==> src/rtl/bcs_pkg.sv <==
package bcs_pkg;
  typedef enum logic [1:0] {
    RG_NONE = 2'd0,
    RG_MEM  = 2'd1,
    RG_REG  = 2'd2,
    RG_EXT  = 2'd3
  } region_e;

  localparam logic [1:0] WIDE_STATES   = 2'd2;
  localparam logic [1:0] NARROW_STATES = 2'd3;
endpackage

==> src/rtl/bcs_phase.sv <==
module bcs_phase (
  input  logic clk,
  input  logic rst,
  output logic phase,
  output logic state_end,
  output logic state_mid
);
  always_ff @(posedge clk) begin
    if (rst) phase <= 1'b0;
    else     phase <= ~phase;
  end

  assign state_end = phase;
  assign state_mid = ~phase;

  assert_phase_toggle_R1: assert property (@(posedge clk) disable iff (rst)
    phase |=> !phase);
endmodule

==> src/rtl/bcs_page_reg.sv <==
module bcs_page_reg #(
  parameter int PG_W = 4
) (
  input  logic            clk,
  input  logic            rst,
  input  logic            we,
  input  logic [PG_W-1:0] din,
  output logic [PG_W-1:0] q
);
  always_ff @(posedge clk) begin
    if (rst)     q <= '0;
    else if (we) q <= din;
  end
endmodule

==> src/rtl/bcs_decode.sv <==
module bcs_decode import bcs_pkg::*; #(
  parameter int              LA_W   = 16,
  parameter int              PG_W   = 4,
  parameter logic [LA_W-1:0] MEM_LO = 16'hFB80,
  parameter logic [LA_W-1:0] MEM_HI = 16'hFF7F,
  parameter logic [LA_W-1:0] REG_LO = 16'hFF80
) (
  input  logic            max_mode,
  input  logic [PG_W-1:0] page,
  input  logic [LA_W-1:0] offset,
  output logic [PG_W-1:0] page_eff,
  output region_e         region
);
  always_comb begin
    page_eff = max_mode ? page : '0;
    if (page_eff != '0)
      region = RG_EXT;
    else if (offset >= REG_LO)
      region = RG_REG;
    else if (offset >= MEM_LO && offset <= MEM_HI)
      region = RG_MEM;
    else
      region = RG_EXT;
  end
endmodule

==> src/rtl/bcs_rd_merge.sv <==
module bcs_rd_merge import bcs_pkg::*; #(
  parameter int BYTE_W = 8,
  localparam int WORD_W = 2 * BYTE_W
) (
  input  logic              clk,
  input  logic              rst,
  input  logic              cap_en,
  input  region_e           region,
  input  logic              word,
  input  logic              half,
  input  logic              lane_odd,
  input  logic [WORD_W-1:0] mem_rdata,
  input  logic [BYTE_W-1:0] reg_rdata,
  input  logic [BYTE_W-1:0] ext_rdata,
  output logic [WORD_W-1:0] rdata
);
  logic [BYTE_W-1:0] narrow;
  logic [BYTE_W-1:0] lane;

  assign narrow = (region == RG_REG) ? reg_rdata : ext_rdata;
  assign lane   = lane_odd ? mem_rdata[BYTE_W-1:0] : mem_rdata[WORD_W-1:BYTE_W];

  always_ff @(posedge clk) begin
    if (rst) begin
      rdata <= '0;
    end else if (cap_en) begin
      if (region == RG_MEM) begin
        rdata <= word ? mem_rdata : {{BYTE_W{1'b0}}, lane};
      end else if (!word) begin
        rdata <= {{BYTE_W{1'b0}}, narrow};
      end else if (!half) begin
        rdata[WORD_W-1:BYTE_W] <= narrow;
      end else begin
        rdata[BYTE_W-1:0] <= narrow;
      end
    end
  end
endmodule

==> src/rtl/bus_cycle_seq.sv <==
module bus_cycle_seq import bcs_pkg::*; #(
  parameter int              LA_W   = 16,
  parameter int              PG_W   = 4,
  parameter int              BYTE_W = 8,
  parameter int              REG_AW = 7,
  parameter logic [LA_W-1:0] MEM_LO = 16'hFB80,
  parameter logic [LA_W-1:0] MEM_HI = 16'hFF7F,
  parameter logic [LA_W-1:0] REG_LO = 16'hFF80,
  localparam int WORD_W = 2 * BYTE_W,
  localparam int PA_W   = LA_W + PG_W,
  localparam int MA_W   = LA_W - 1
) (
  input  logic              clk,
  input  logic              rst,
  input  logic              max_mode,
  input  logic              page_we,
  input  logic [PG_W-1:0]   page_din,
  input  logic              req_valid,
  output logic              req_ready,
  input  logic [LA_W-1:0]   req_addr,
  input  logic              req_write,
  input  logic              req_word,
  input  logic [WORD_W-1:0] req_wdata,
  output logic              done,
  output logic [WORD_W-1:0] rdata,
  output logic              sys_clk,
  output logic              mem_en,
  output logic              mem_we,
  output logic [MA_W-1:0]   mem_addr,
  output logic [1:0]        mem_be,
  output logic [WORD_W-1:0] mem_wdata,
  input  logic [WORD_W-1:0] mem_rdata,
  output logic              reg_en,
  output logic              reg_we,
  output logic [REG_AW-1:0] reg_addr,
  output logic [BYTE_W-1:0] reg_wdata,
  input  logic [BYTE_W-1:0] reg_rdata,
  output logic [PA_W-1:0]   ext_addr,
  output logic              ext_as_n,
  output logic              ext_rd_n,
  output logic              ext_wr_n,
  output logic [BYTE_W-1:0] ext_wdata,
  input  logic [BYTE_W-1:0] ext_rdata
);
  logic state_end, state_mid;
  logic [PG_W-1:0] page_q;
  logic [PG_W-1:0] dec_page;
  region_e         dec_region;

  bcs_phase u_phase (
    .clk(clk), .rst(rst), .phase(sys_clk),
    .state_end(state_end), .state_mid(state_mid)
  );

  bcs_page_reg #(.PG_W(PG_W)) u_page (
    .clk(clk), .rst(rst), .we(page_we), .din(page_din), .q(page_q)
  );

  bcs_decode #(
    .LA_W(LA_W), .PG_W(PG_W), .MEM_LO(MEM_LO), .MEM_HI(MEM_HI), .REG_LO(REG_LO)
  ) u_decode (
    .max_mode(max_mode), .page(page_q), .offset(req_addr),
    .page_eff(dec_page), .region(dec_region)
  );

  // access state, updated only at state boundaries
  logic              busy_q, half_q, wr_q, word_q, maxm_q;
  region_e           rgn_q;
  logic [1:0]        t_q;
  logic [LA_W-1:0]   off_q;
  logic [PG_W-1:0]   pg_q;
  logic [WORD_W-1:0] wdat_q;

  logic              n_busy, n_half, n_wr, n_word, n_maxm;
  region_e           n_rgn;
  logic [1:0]        n_t;
  logic [LA_W-1:0]   n_off;
  logic [PG_W-1:0]   n_pg;
  logic [WORD_W-1:0] n_wdat;

  logic [1:0] len;
  logic       split_q, final_t, last, can_take;

  assign len      = (rgn_q == RG_MEM) ? WIDE_STATES : NARROW_STATES;
  assign split_q  = word_q && (rgn_q != RG_MEM);
  assign final_t  = busy_q && (t_q == len);
  assign last     = final_t && (!split_q || half_q);
  assign can_take = !busy_q || last;

  always_comb begin
    n_busy = busy_q;
    n_half = half_q;
    n_wr   = wr_q;
    n_word = word_q;
    n_maxm = maxm_q;
    n_rgn  = rgn_q;
    n_t    = t_q;
    n_off  = off_q;
    n_pg   = pg_q;
    n_wdat = wdat_q;
    if (state_end) begin
      if (can_take) begin
        if (req_valid) begin
          n_busy = 1'b1;
          n_half = 1'b0;
          n_wr   = req_write;
          n_word = req_word;
          n_maxm = max_mode;
          n_rgn  = dec_region;
          n_t    = 2'd1;
          n_off  = req_addr;
          n_pg   = dec_page;
          n_wdat = req_wdata;
        end else begin
          n_busy = 1'b0;
        end
      end else if (final_t) begin
        // first byte of a split word finished: move to the next offset, same page
        n_half = 1'b1;
        n_t    = 2'd1;
        n_off  = off_q + 1'b1;
      end else begin
        n_t = t_q + 2'd1;
      end
    end
  end

  always_ff @(posedge clk) begin
    if (rst) begin
      busy_q <= 1'b0;
      half_q <= 1'b0;
      wr_q   <= 1'b0;
      word_q <= 1'b0;
      maxm_q <= 1'b0;
      rgn_q  <= RG_NONE;
      t_q    <= 2'd0;
      off_q  <= '0;
      pg_q   <= '0;
      wdat_q <= '0;
    end else begin
      busy_q <= n_busy;
      half_q <= n_half;
      wr_q   <= n_wr;
      word_q <= n_word;
      maxm_q <= n_maxm;
      rgn_q  <= n_rgn;
      t_q    <= n_t;
      off_q  <= n_off;
      pg_q   <= n_pg;
      wdat_q <= n_wdat;
    end
  end

  // strobes registered from the next state so they switch on state boundaries
  logic [BYTE_W-1:0] n_byte;
  logic              n_ext_act;

  assign n_byte    = (n_word && !n_half) ? n_wdat[WORD_W-1:BYTE_W] : n_wdat[BYTE_W-1:0];
  assign n_ext_act = n_busy && (n_rgn == RG_EXT) && (n_t >= 2'd2);

  always_ff @(posedge clk) begin
    if (rst) begin
      mem_en    <= 1'b0;
      mem_we    <= 1'b0;
      mem_addr  <= '0;
      mem_be    <= 2'b00;
      mem_wdata <= '0;
      reg_en    <= 1'b0;
      reg_we    <= 1'b0;
      reg_addr  <= '0;
      reg_wdata <= '0;
      ext_addr  <= '0;
      ext_as_n  <= 1'b1;
      ext_rd_n  <= 1'b1;
      ext_wr_n  <= 1'b1;
      ext_wdata <= '0;
    end else if (state_end) begin
      mem_en    <= n_busy && (n_rgn == RG_MEM);
      mem_we    <= n_busy && (n_rgn == RG_MEM) && n_wr;
      mem_addr  <= n_off[LA_W-1:1];
      mem_be    <= n_word ? 2'b11 : (n_off[0] ? 2'b01 : 2'b10);
      mem_wdata <= n_word ? n_wdat : {2{n_wdat[BYTE_W-1:0]}};
      reg_en    <= n_busy && (n_rgn == RG_REG);
      reg_we    <= n_busy && (n_rgn == RG_REG) && n_wr;
      reg_addr  <= n_off[REG_AW-1:0];
      reg_wdata <= n_byte;
      if (n_busy && (n_rgn == RG_EXT))
        ext_addr <= {n_pg, n_off};
      ext_as_n  <= !n_ext_act;
      ext_rd_n  <= !(n_ext_act && !n_wr);
      ext_wr_n  <= !(n_ext_act && n_wr);
      ext_wdata <= n_byte;
    end
  end

  // handshake outputs registered at mid-state, valid for the second half
  always_ff @(posedge clk) begin
    if (rst) begin
      done      <= 1'b0;
      req_ready <= 1'b0;
    end else begin
      done      <= state_mid && last;
      req_ready <= state_mid && can_take;
    end
  end

  bcs_rd_merge #(.BYTE_W(BYTE_W)) u_merge (
    .clk(clk), .rst(rst),
    .cap_en(state_mid && final_t && !wr_q),
    .region(rgn_q), .word(word_q), .half(half_q), .lane_odd(off_q[0]),
    .mem_rdata(mem_rdata), .reg_rdata(reg_rdata), .ext_rdata(ext_rdata),
    .rdata(rdata)
  );

  assert_ext_quiet_mem_R4: assert property (@(posedge clk) disable iff (rst)
    mem_en |-> (ext_as_n && ext_rd_n && ext_wr_n));

  assert_done_late_half_R1: assert property (@(posedge clk) disable iff (rst)
    done |-> sys_clk);

  assert_done_single_R8: assert property (@(posedge clk) disable iff (rst)
    done |=> !done);

  assert_one_target_R3: assert property (@(posedge clk) disable iff (rst)
    $onehot0({mem_en, reg_en, ~ext_as_n}));

  assert_addr_hold_R9: assert property (@(posedge clk) disable iff (rst)
    (!ext_as_n && !$past(ext_as_n)) |-> $stable(ext_addr));

  assert_min_page_zero_R7: assert property (@(posedge clk) disable iff (rst)
    (!ext_as_n && !maxm_q) |-> (ext_addr[PA_W-1:LA_W] == '0));
endmodule

==> config.mk <==
export PLATFORM = sky130hd
export DESIGN_NAME = bus_cycle_seq
export DESIGN_NICKNAME = d
export VERILOG_FILES = /design/src/rtl/bcs_pkg.sv /design/src/rtl/bcs_phase.sv /design/src/rtl/bcs_page_reg.sv /design/src/rtl/bcs_decode.sv /design/src/rtl/bcs_rd_merge.sv /design/src/rtl/bus_cycle_seq.sv
export SDC_FILE = /design/constraint.sdc
export NUM_CORES = 1
export LEC_CHECK = 0
export CORE_ASPECT_RATIO = 1.25
export CORE_MARGIN = 3
export CORE_UTILIZATION = 60
export DETAILED_ROUTE_END_ITERATION = 12
export DONT_BUFFER_PORTS = 1
export PLACE_DENSITY = 0.73
export SYNTH_ARGS = -nofsm -noshare
export SYNTH_HDL_FRONTEND = slang
export SYNTH_HIERARCHICAL = 1
export SYNTH_SLANG_ARGS = --single-unit
==> constraint.sdc <==
create_clock -name clk -period 3.4 [get_ports clk]
set_input_delay 1.02 -clock clk [delete_from_list [all_inputs] [get_ports clk]]
set_output_delay 1.02 -clock clk [all_outputs]
set_load 0.01 [all_outputs]
==> results of run 1 <==
logic make-up (layout without fill, tap and decap cells):
family / Yosys count / in the layout / share of synthesized area
AOI/OAI and AO/OA: 189 / 189 / 0.226
adders and majority gates: 1 / 1 / 0.00192
muxes: 55 / 55 / 0.0881
and+or+nand+nor: 259 / 259 / 0.200
xor gates and xnor gates: 3 / 3 / 0.00403
DFF: 136 / 136 / 0.418
buffers and inverters: 78 / 57 / 0.0614
area by class of cell:
cell class | count | area [sq um] | area share
inverters | 9 | 33.8 | 0.00475
multi-input cells | 507 | 3410 | 0.479
well taps | 129 | 161 | 0.0227
clock inverters | 12 | 199 | 0.0280
repair buffers | 17 | 140 | 0.0197
clock buffers | 19 | 443 | 0.0623
flip-flops and latches | 136 | 2720 | 0.383
how the worst min path moves through the flow:
stage,from,to,slack (ns),depth (start not counted)
after global placement,pg_q[3],pg_q[3],0.44,2
after floorplan,pg_q[0],pg_q[0],0.44,2
after detailed placement,pg_q[2],pg_q[2],0.46,2
after CTS,pg_q[2],pg_q[2],0.47,2
final,pg_q[2],pg_q[2],0.46,2
after global routing,pg_q[2],pg_q[2],0.49,2
tightest hold or removal path: cells and delay by family, from the launching register on:
family / cells / cell delay (ns)
flops: 1 / 0.30
simple gates: 1 / 0.05
compound gates: 1 / 0.07
per-stage QoR:
stage | total power, mW | std cells
after global placement | 2.13 | 798
after floorplan | 2.07 | 721
after CTS | 4.13 | 829
final | 4.12 | 829
after detailed placement | 2.14 | 798
after global routing | 4.25 | 829
layout by cell type, fill, tap and decap left out, types with 4 or more instances in the layout:
cell / netlist / routed
nand2_1: 78 / 78
nand3_1: 21 / 21
a211oi_1: 37 / 37
a211oi_2: 7 / 7
mux2_2: 12 / 12
a32o_1: 10 / 10
a22o_1: 11 / 11
nor3_1: 14 / 14
nand4_1: 4 / 4
o221a_1: 6 / 6
inv_1: 8 / 8
and3_1: 10 / 10
a21oi_1: 27 / 27
nand2b_1: 5 / 5
nor2b_1: 7 / 7
mux2i_1: 39 / 39
nor2_1: 71 / 70
or4_1: 5 / 5
clkbuf_16: 0 / 17
bufinv_16: 0 / 5
buf_4: 18 / 16
nor4b_1: 13 / 13
dfxtp_1: 136 / 135
a311o_1: 9 / 9
o22ai_1: 6 / 6
o21ai_0: 26 / 26
a21o_1: 8 / 8
a311oi_1: 4 / 4
nor4_1: 6 / 6
synth_stat cells (9+ instances only):
library cell  number  area, sq um
a32o_1            10          100
a21oi_1           27          135
nor2_1            71          267
nor3_1            14         70.1
a311o_1            9         90.1
and3_1            10         62.6
mux2_2            12          135
clkbuf_1          39          146
dfxtp_1          136         2720
a22o_1            11         96.3
a211oi_1          37          278
o21ai_0           26          130
nor4b_1           13          114
mux2i_1           39          390
nand3_1           21          105
nand2_1           78          293
buf_4             18          135
layer usage:
| layer | GRT usage | part of all wire | wire length, microns |
|---|---|---|---|
| met1 | 0.351 | 0.40 | 7070 |
| met2 | 0.471 | 0.48 | 8510 |
| met3 | 0.0949 | 0.092 | 1630 |
| met4 | 0.101 | 0.025 | 439 |
| met5 | 0 | 0 | 0 |
power breakdown:
group,internal [mW],total (mW),switching [mW]
Clock,1.32,2.00,0.685
Sequential,1.66,1.75,0.0855
Combinational,0.145,0.374,0.229
Total,3.12,4.12,0.999
state kept, by name (all words and copies together) (netlist names), 2 cells and up, named ones only:
register / cells
ext_addr: 20
ext_wdata: 8
mem_addr: 15
mem_be: 2
mem_wdata: 16
off_q: 16
pg_q: 4
t_q: 2
u_merge/rdata: 16
u_page/q: 4
wdat_q: 16
==> reports/results.txt, run 1 <==
Placed Area -> 6470 sq um
final slew viol count -> 0
DRC Markers -> 0
hold slack -> 0.463 ns
core area -> 10400 sq um
Crit path required time -> 3.73 ns
Cell Pwr Density -> 580 nW/um^2
Clock Skew -> 0.00707 ns
clk_lat worst skew -> 0.42 ns
CP Buf/Inv Count -> 1
synthesis-to-layout area growth -> 9.08%
main flop type after synthesis -> dfxtp_1
postcts setup bufs -> 0
Tot GR Track Use -> 0.286
Hold Path Class -> reg2reg
Ports -> 177
hold-fix buffers at CTS -> 0
WL final -> 17.7 mm
crit path capture type -> register
CP startpoint kind -> register
fin area -> 7110 sq um
CTS Root Cell -> clkbuf_16
measured slew at the worst slew-check pin -> 1.10 ns
critical path class -> reg2reg
Die X -> 99.2 microns
Yosys warnings -> 6
clock buffer depth -> 2
post-route ant nets -> 0
ys async rst share -> 0
initial antenna violation count -> 0
crit path time final -> 3.04 ns
diodes inserted -> 0
Die Y -> 123 microns
syn_nets -> 797
Synth cell types -> 79
DRT iter0 DRCs -> 448
vias in the first global route -> 5263
cell count after synthesis -> 721
Setup TNS -> 0 ns
vias per cell -> 6.60
Top delay family on crit path -> simple AND/OR/NAND/NOR gates
Worst path slowest cell -> nor4b_1
total iterations of the first detailed-routing run -> 5
Max Clk Rate -> 0.329 GHz
final hold viol count -> 0
Seq cells post-synth -> 136
critical path depth -> 7
crit path launch -> rgn_q[0]
CP arrival -> 3.37 ns
Mapped Area -> 6520 sq um
H-tree depth -> 4
Reg2Reg Depth -> 7
VDD IR-drop max -> 0.422 mV
largest net degree at the start of global routing -> 86
crit-path cells -> nor2b_2 -> xnor2_1 -> nor4b_1 -> inv_1 -> a31oi_4 -> nor2_1 -> a211oi_2
final core occ -> 0.686
# resized after CTS -> 0
Relative slew margins -> 0.262
gr ovfl total -> 0
crit path to -> u_merge/rdata[1]
Critical R2R Launch -> rgn_q[0]
Critical Path Max Stage Delay -> 0.79 ns
Clock Sinks -> 136
Place WS -> 0.462 ns
final setup vio count -> 0
gpl congestion -> 0.875
Nets -> 764
via count -> 5469
Starting Density -> 0.629
Leakage -> 2.57 nW
Final period util -> 0.893
Num CTS Buffers -> 17
Max FO, Critical Path -> 16
Max Cap Viol -> 0
first-pass GRT wire length -> 27.6 mm
status -> finished, final reports clean
Clock Pin Slew Worst Setup and Hold Paths -> 0.06 ns
CTS tree -> done
Layout fillers -> 842
die area -> 12200 sq um
EDFF count, synth -> 0
slack of the worst reg-to-reg path -> 0.36 ns
Post-Syn Area per Cell -> 9.04 sq um
Setup WS post-layout -> 0.364 ns
Post-DP HPWL -> 12.2 mm
Worst R2R End -> u_merge/rdata[1]
drt wl/cell -> 21.3 microns
RSZ-0062 raised after global routing -> false
# rows -> 41
post-synthesis sequential area ratio -> 0.418
share of layout cells above drive strength 1 -> 0.127
IO Port Bufs -> 0
(Power assumes the default switching activity.)
==> run 2, diff against run 1 <==
--- a/config.mk
+++ b/config.mk
@@ -7,10 +7,10 @@
 export LEC_CHECK = 0
 export CORE_ASPECT_RATIO = 1.25
 export CORE_MARGIN = 3
-export CORE_UTILIZATION = 60
+export CORE_UTILIZATION = 57
 export DETAILED_ROUTE_END_ITERATION = 12
 export DONT_BUFFER_PORTS = 1
-export PLACE_DENSITY = 0.73
+export PLACE_DENSITY = 0.72
 export SYNTH_ARGS = -nofsm -noshare
 export SYNTH_HDL_FRONTEND = slang
 export SYNTH_HIERARCHICAL = 1
==> constraint.sdc (replaced) <==
create_clock -name clk -period 2.59 [get_ports clk]
set_input_delay 0.777 -clock clk [delete_from_list [all_inputs] [get_ports clk]]
set_output_delay 0.777 -clock clk [all_outputs]
set_load 0.01 [all_outputs]
==> run 2 against run 1 <==
Combinational power grew 49%. Highest routed layer unchanged. Total power grew 27%. Sequential cell count is the same. Cell count grew 5.4%. Core utilization shrank 2.0 points. Via count grew 4.1%. Clock skew grew 0.0065 ns. Clock power grew 20%.
==> reports/results.txt, run 2 (same netlist as run 1, synthesis figures left out) <==
status -> finished, final reports clean (unchanged)
register with the most flip-flops -> ext_addr (unchanged)
VDD IR-drop max -> 0.457 mV (was 0.422 mV)
CTS tree -> done (unchanged)
first-pass GRT wire length -> 28.9 mm (was 27.6 mm)
Worst R2R End -> ext_wdata[7] (was u_merge/rdata[1])
Reg2Reg Depth -> 8 (was 7)
Flop pwr share -> 0.435 (was 0.424)
measured slew at the worst slew-check pin -> 0.937 ns (was 1.10 ns)
Max FO, Critical Path -> 17 (was 16)
WL final -> 18.4 mm (was 17.7 mm)
post-route ant nets -> 0 (unchanged)
largest net degree at the start of global routing -> 86 (unchanged)
Layout fillers -> 925 (was 842)
H-tree depth -> 4 (unchanged)
Tot GR Track Use -> 0.288 (was 0.286)
via count -> 5692 (was 5469)
clk_lat worst skew -> 0.42 ns (about the same)
IO Port Bufs -> 0 (unchanged)
fin cells -> 874 (was 829)
Max Clk Rate -> 0.408 GHz (was 0.329 GHz)
final slew viol count -> 0 (unchanged)
Num CTS Buffers -> 17 (unchanged)
Placed Area -> 6750 sq um (was 6470 sq um)
Max Cap Viol -> 0 (unchanged)
total iterations of the first detailed-routing run -> 7 (was 5)
final setup vio count -> 0 (unchanged)
commonest non-fill, non-tap cells in the layout -> dfxtp_1 (135), nand2_1 (78), nor2_1 (70), buf_4 (52) (was dfxtp_1 (135), nand2_1 (78), nor2_1 (70), mux2i_1 (39), a211oi_1 (37))
Cell Pwr Density -> 706 nW/um^2 (was 580 nW/um^2)
Die X -> 102 microns (was 99.2 microns)
DRT iter0 DRCs -> 425 (was 448)
Sw Share -> 0.266 (was 0.243)
Clock power frac -> 0.458 (was 0.486)
hold-fix buffers at CTS -> 0 (unchanged)
final hold viol count -> 0 (unchanged)
drt wl/cell -> 21.0 microns (was 21.3 microns)
CP arrival -> 2.76 ns (was 3.37 ns)
internal power -> 3.85 mW (was 3.12 mW)
Hold Crit Depth -> 1 (was 2)
combinational power share -> 0.107 (was 0.091)
crit path time final -> 2.45 ns (was 3.04 ns)
commonest non-fill, non-tap cell in the layout -> dfxtp_1 (unchanged)
Ports -> 177 (unchanged)
gr ovfl total -> 0 (unchanged)
DRC Markers -> 0 (unchanged)
Critical R2R Launch -> t_q[1] (was rgn_q[0])
diodes inserted -> 0 (unchanged)
Crit path required time -> 2.90 ns (was 3.73 ns)
share of layout cells above drive strength 1 -> 0.183 (was 0.127)
Clock Sinks -> 136 (unchanged)
gpl congestion -> 0.934 (was 0.875)
CTS Root Cell -> clkbuf_16 (unchanged)
clock buffer depth -> 2 (unchanged)
initial antenna violation count -> 0 (unchanged)
vias per cell -> 6.51 (was 6.60)
Clock Skew -> 0.0135 ns (was 0.00707 ns)
hold path start -> rst (was pg_q[2])
Die Y -> 126 microns (was 123 microns)
Cells after DPL -> 837 (was 798)
Post-DP HPWL -> 13.4 mm (was 12.2 mm)
crit path capture type -> register (unchanged)
Final period util -> 0.947 (was 0.893)
die area -> 12800 sq um (was 12200 sq um)
Relative slew margins -> 0.373 (was 0.262)
synthesis-to-layout area growth -> 13.8% (was 9.08%)
Hold Path Class -> in2reg (was reg2reg)
CP startpoint kind -> register (unchanged)
switching pwr -> 1.39 mW (was 999 uW)
Setup TNS -> 0 ns (unchanged)
slack of the worst reg-to-reg path -> 0.14 ns (was 0.36 ns)
# rows -> 43 (was 41)
fin area -> 7420 sq um (was 7110 sq um)
hold endpoint -> u_page/q[2] (was pg_q[2])
Leakage -> 2.75 nW (was 2.57 nW)
vias in the first global route -> 5583 (was 5263)
core area -> 11100 sq um (was 10400 sq um)
Clock Pin Slew Worst Setup and Hold Paths -> 0.06 ns (about the same)
RSZ-0062 raised after global routing -> false (unchanged)
critical path class -> reg2reg (unchanged)
Starting Density -> 0.585 (was 0.629)
number of flip-flops in the largest register -> 20 (unchanged)
Nets -> 802 (was 764)
run 2: worst max-delay path, cell delays in order (launching register included):
cell	delay, ns
dfxtp_1	0.46
nand2_1	0.18
o31a_1	0.36
a21boi_4	0.27
buf_12	0.22
buf_4	0.16
mux2i_1	0.30
nor4b_1	0.09
a311o_1	0.28
run 2: power by group through the flow:
| stage | Clock [mW] | Sequential, mW | Combinational (mW) |
|---|---|---|---|
| floorplan | 0 | 2.30 | 0.432 |
| global placement | 0 | 2.32 | 0.528 |
| detailed placement | 0 | 2.32 | 0.542 |
| CTS | 2.43 | 2.28 | 0.546 |
| global route | 2.53 | 2.29 | 0.608 |
| finish | 2.40 | 2.28 | 0.559 |
run 2: stage by stage:
stage                     total power, mW   util  setup WS, ns  hold WS, ns
after CTS                            5.26  0.659        0.0820        0.422
after detailed placement             2.87  0.606        0.0447        0.444
after floorplan                      2.73      -        0.0170        0.435
final                                5.24  0.666         0.137        0.430
after global placement               2.85  0.606         0.105        0.441
after global routing                 5.43  0.666        0.0118        0.423
run 2: routing by layer:
metal  global-route usage  share of wire  routed length [microns]  up-vias
li1                     -              -                        -     2659
met1                0.348           0.38                     7070     2740
met2                0.472           0.49                     9100      252
met3               0.0837          0.090                     1650       41
met4                0.121          0.031                      575        0
met5                    0              0                        0        -
run 2: how the worst max path moves through the flow:
stage | start | end | slack, ns | cells past startpoint
2_1_floorplan | req_valid | ext_wdata[1] | 0.02 | 8
3_3_place_gp | req_valid | ext_wdata[7] | 0.10 | 6
3_5_place_dp | req_valid | ext_wdata[7] | 0.04 | 6
4_1_cts | t_q[1] | ext_wdata[7] | 0.08 | 7
5_1_grt | t_q[1] | ext_wdata[7] | 0.01 | 8
6_report | t_q[1] | ext_wdata[7] | 0.14 | 8
run 2: cell type report:
class | instances | area [sq um] | share of cell area
multi-input combinational | 507 | 3450 | 0.465
timing repair buffer | 55 | 450 | 0.0607
sequential | 136 | 2720 | 0.367
tap | 135 | 169 | 0.0228
inverter | 9 | 33.8 | 0.00456
clock buffer | 17 | 425 | 0.0574
clock inverter | 15 | 163 | 0.0219
run 2: what timing repair did:
action | 4_1_cts | 5_1_grt
resized for setup | 0 | 3
setup buffers | 0 | 5
setup endpoints to repair | 0 | 35
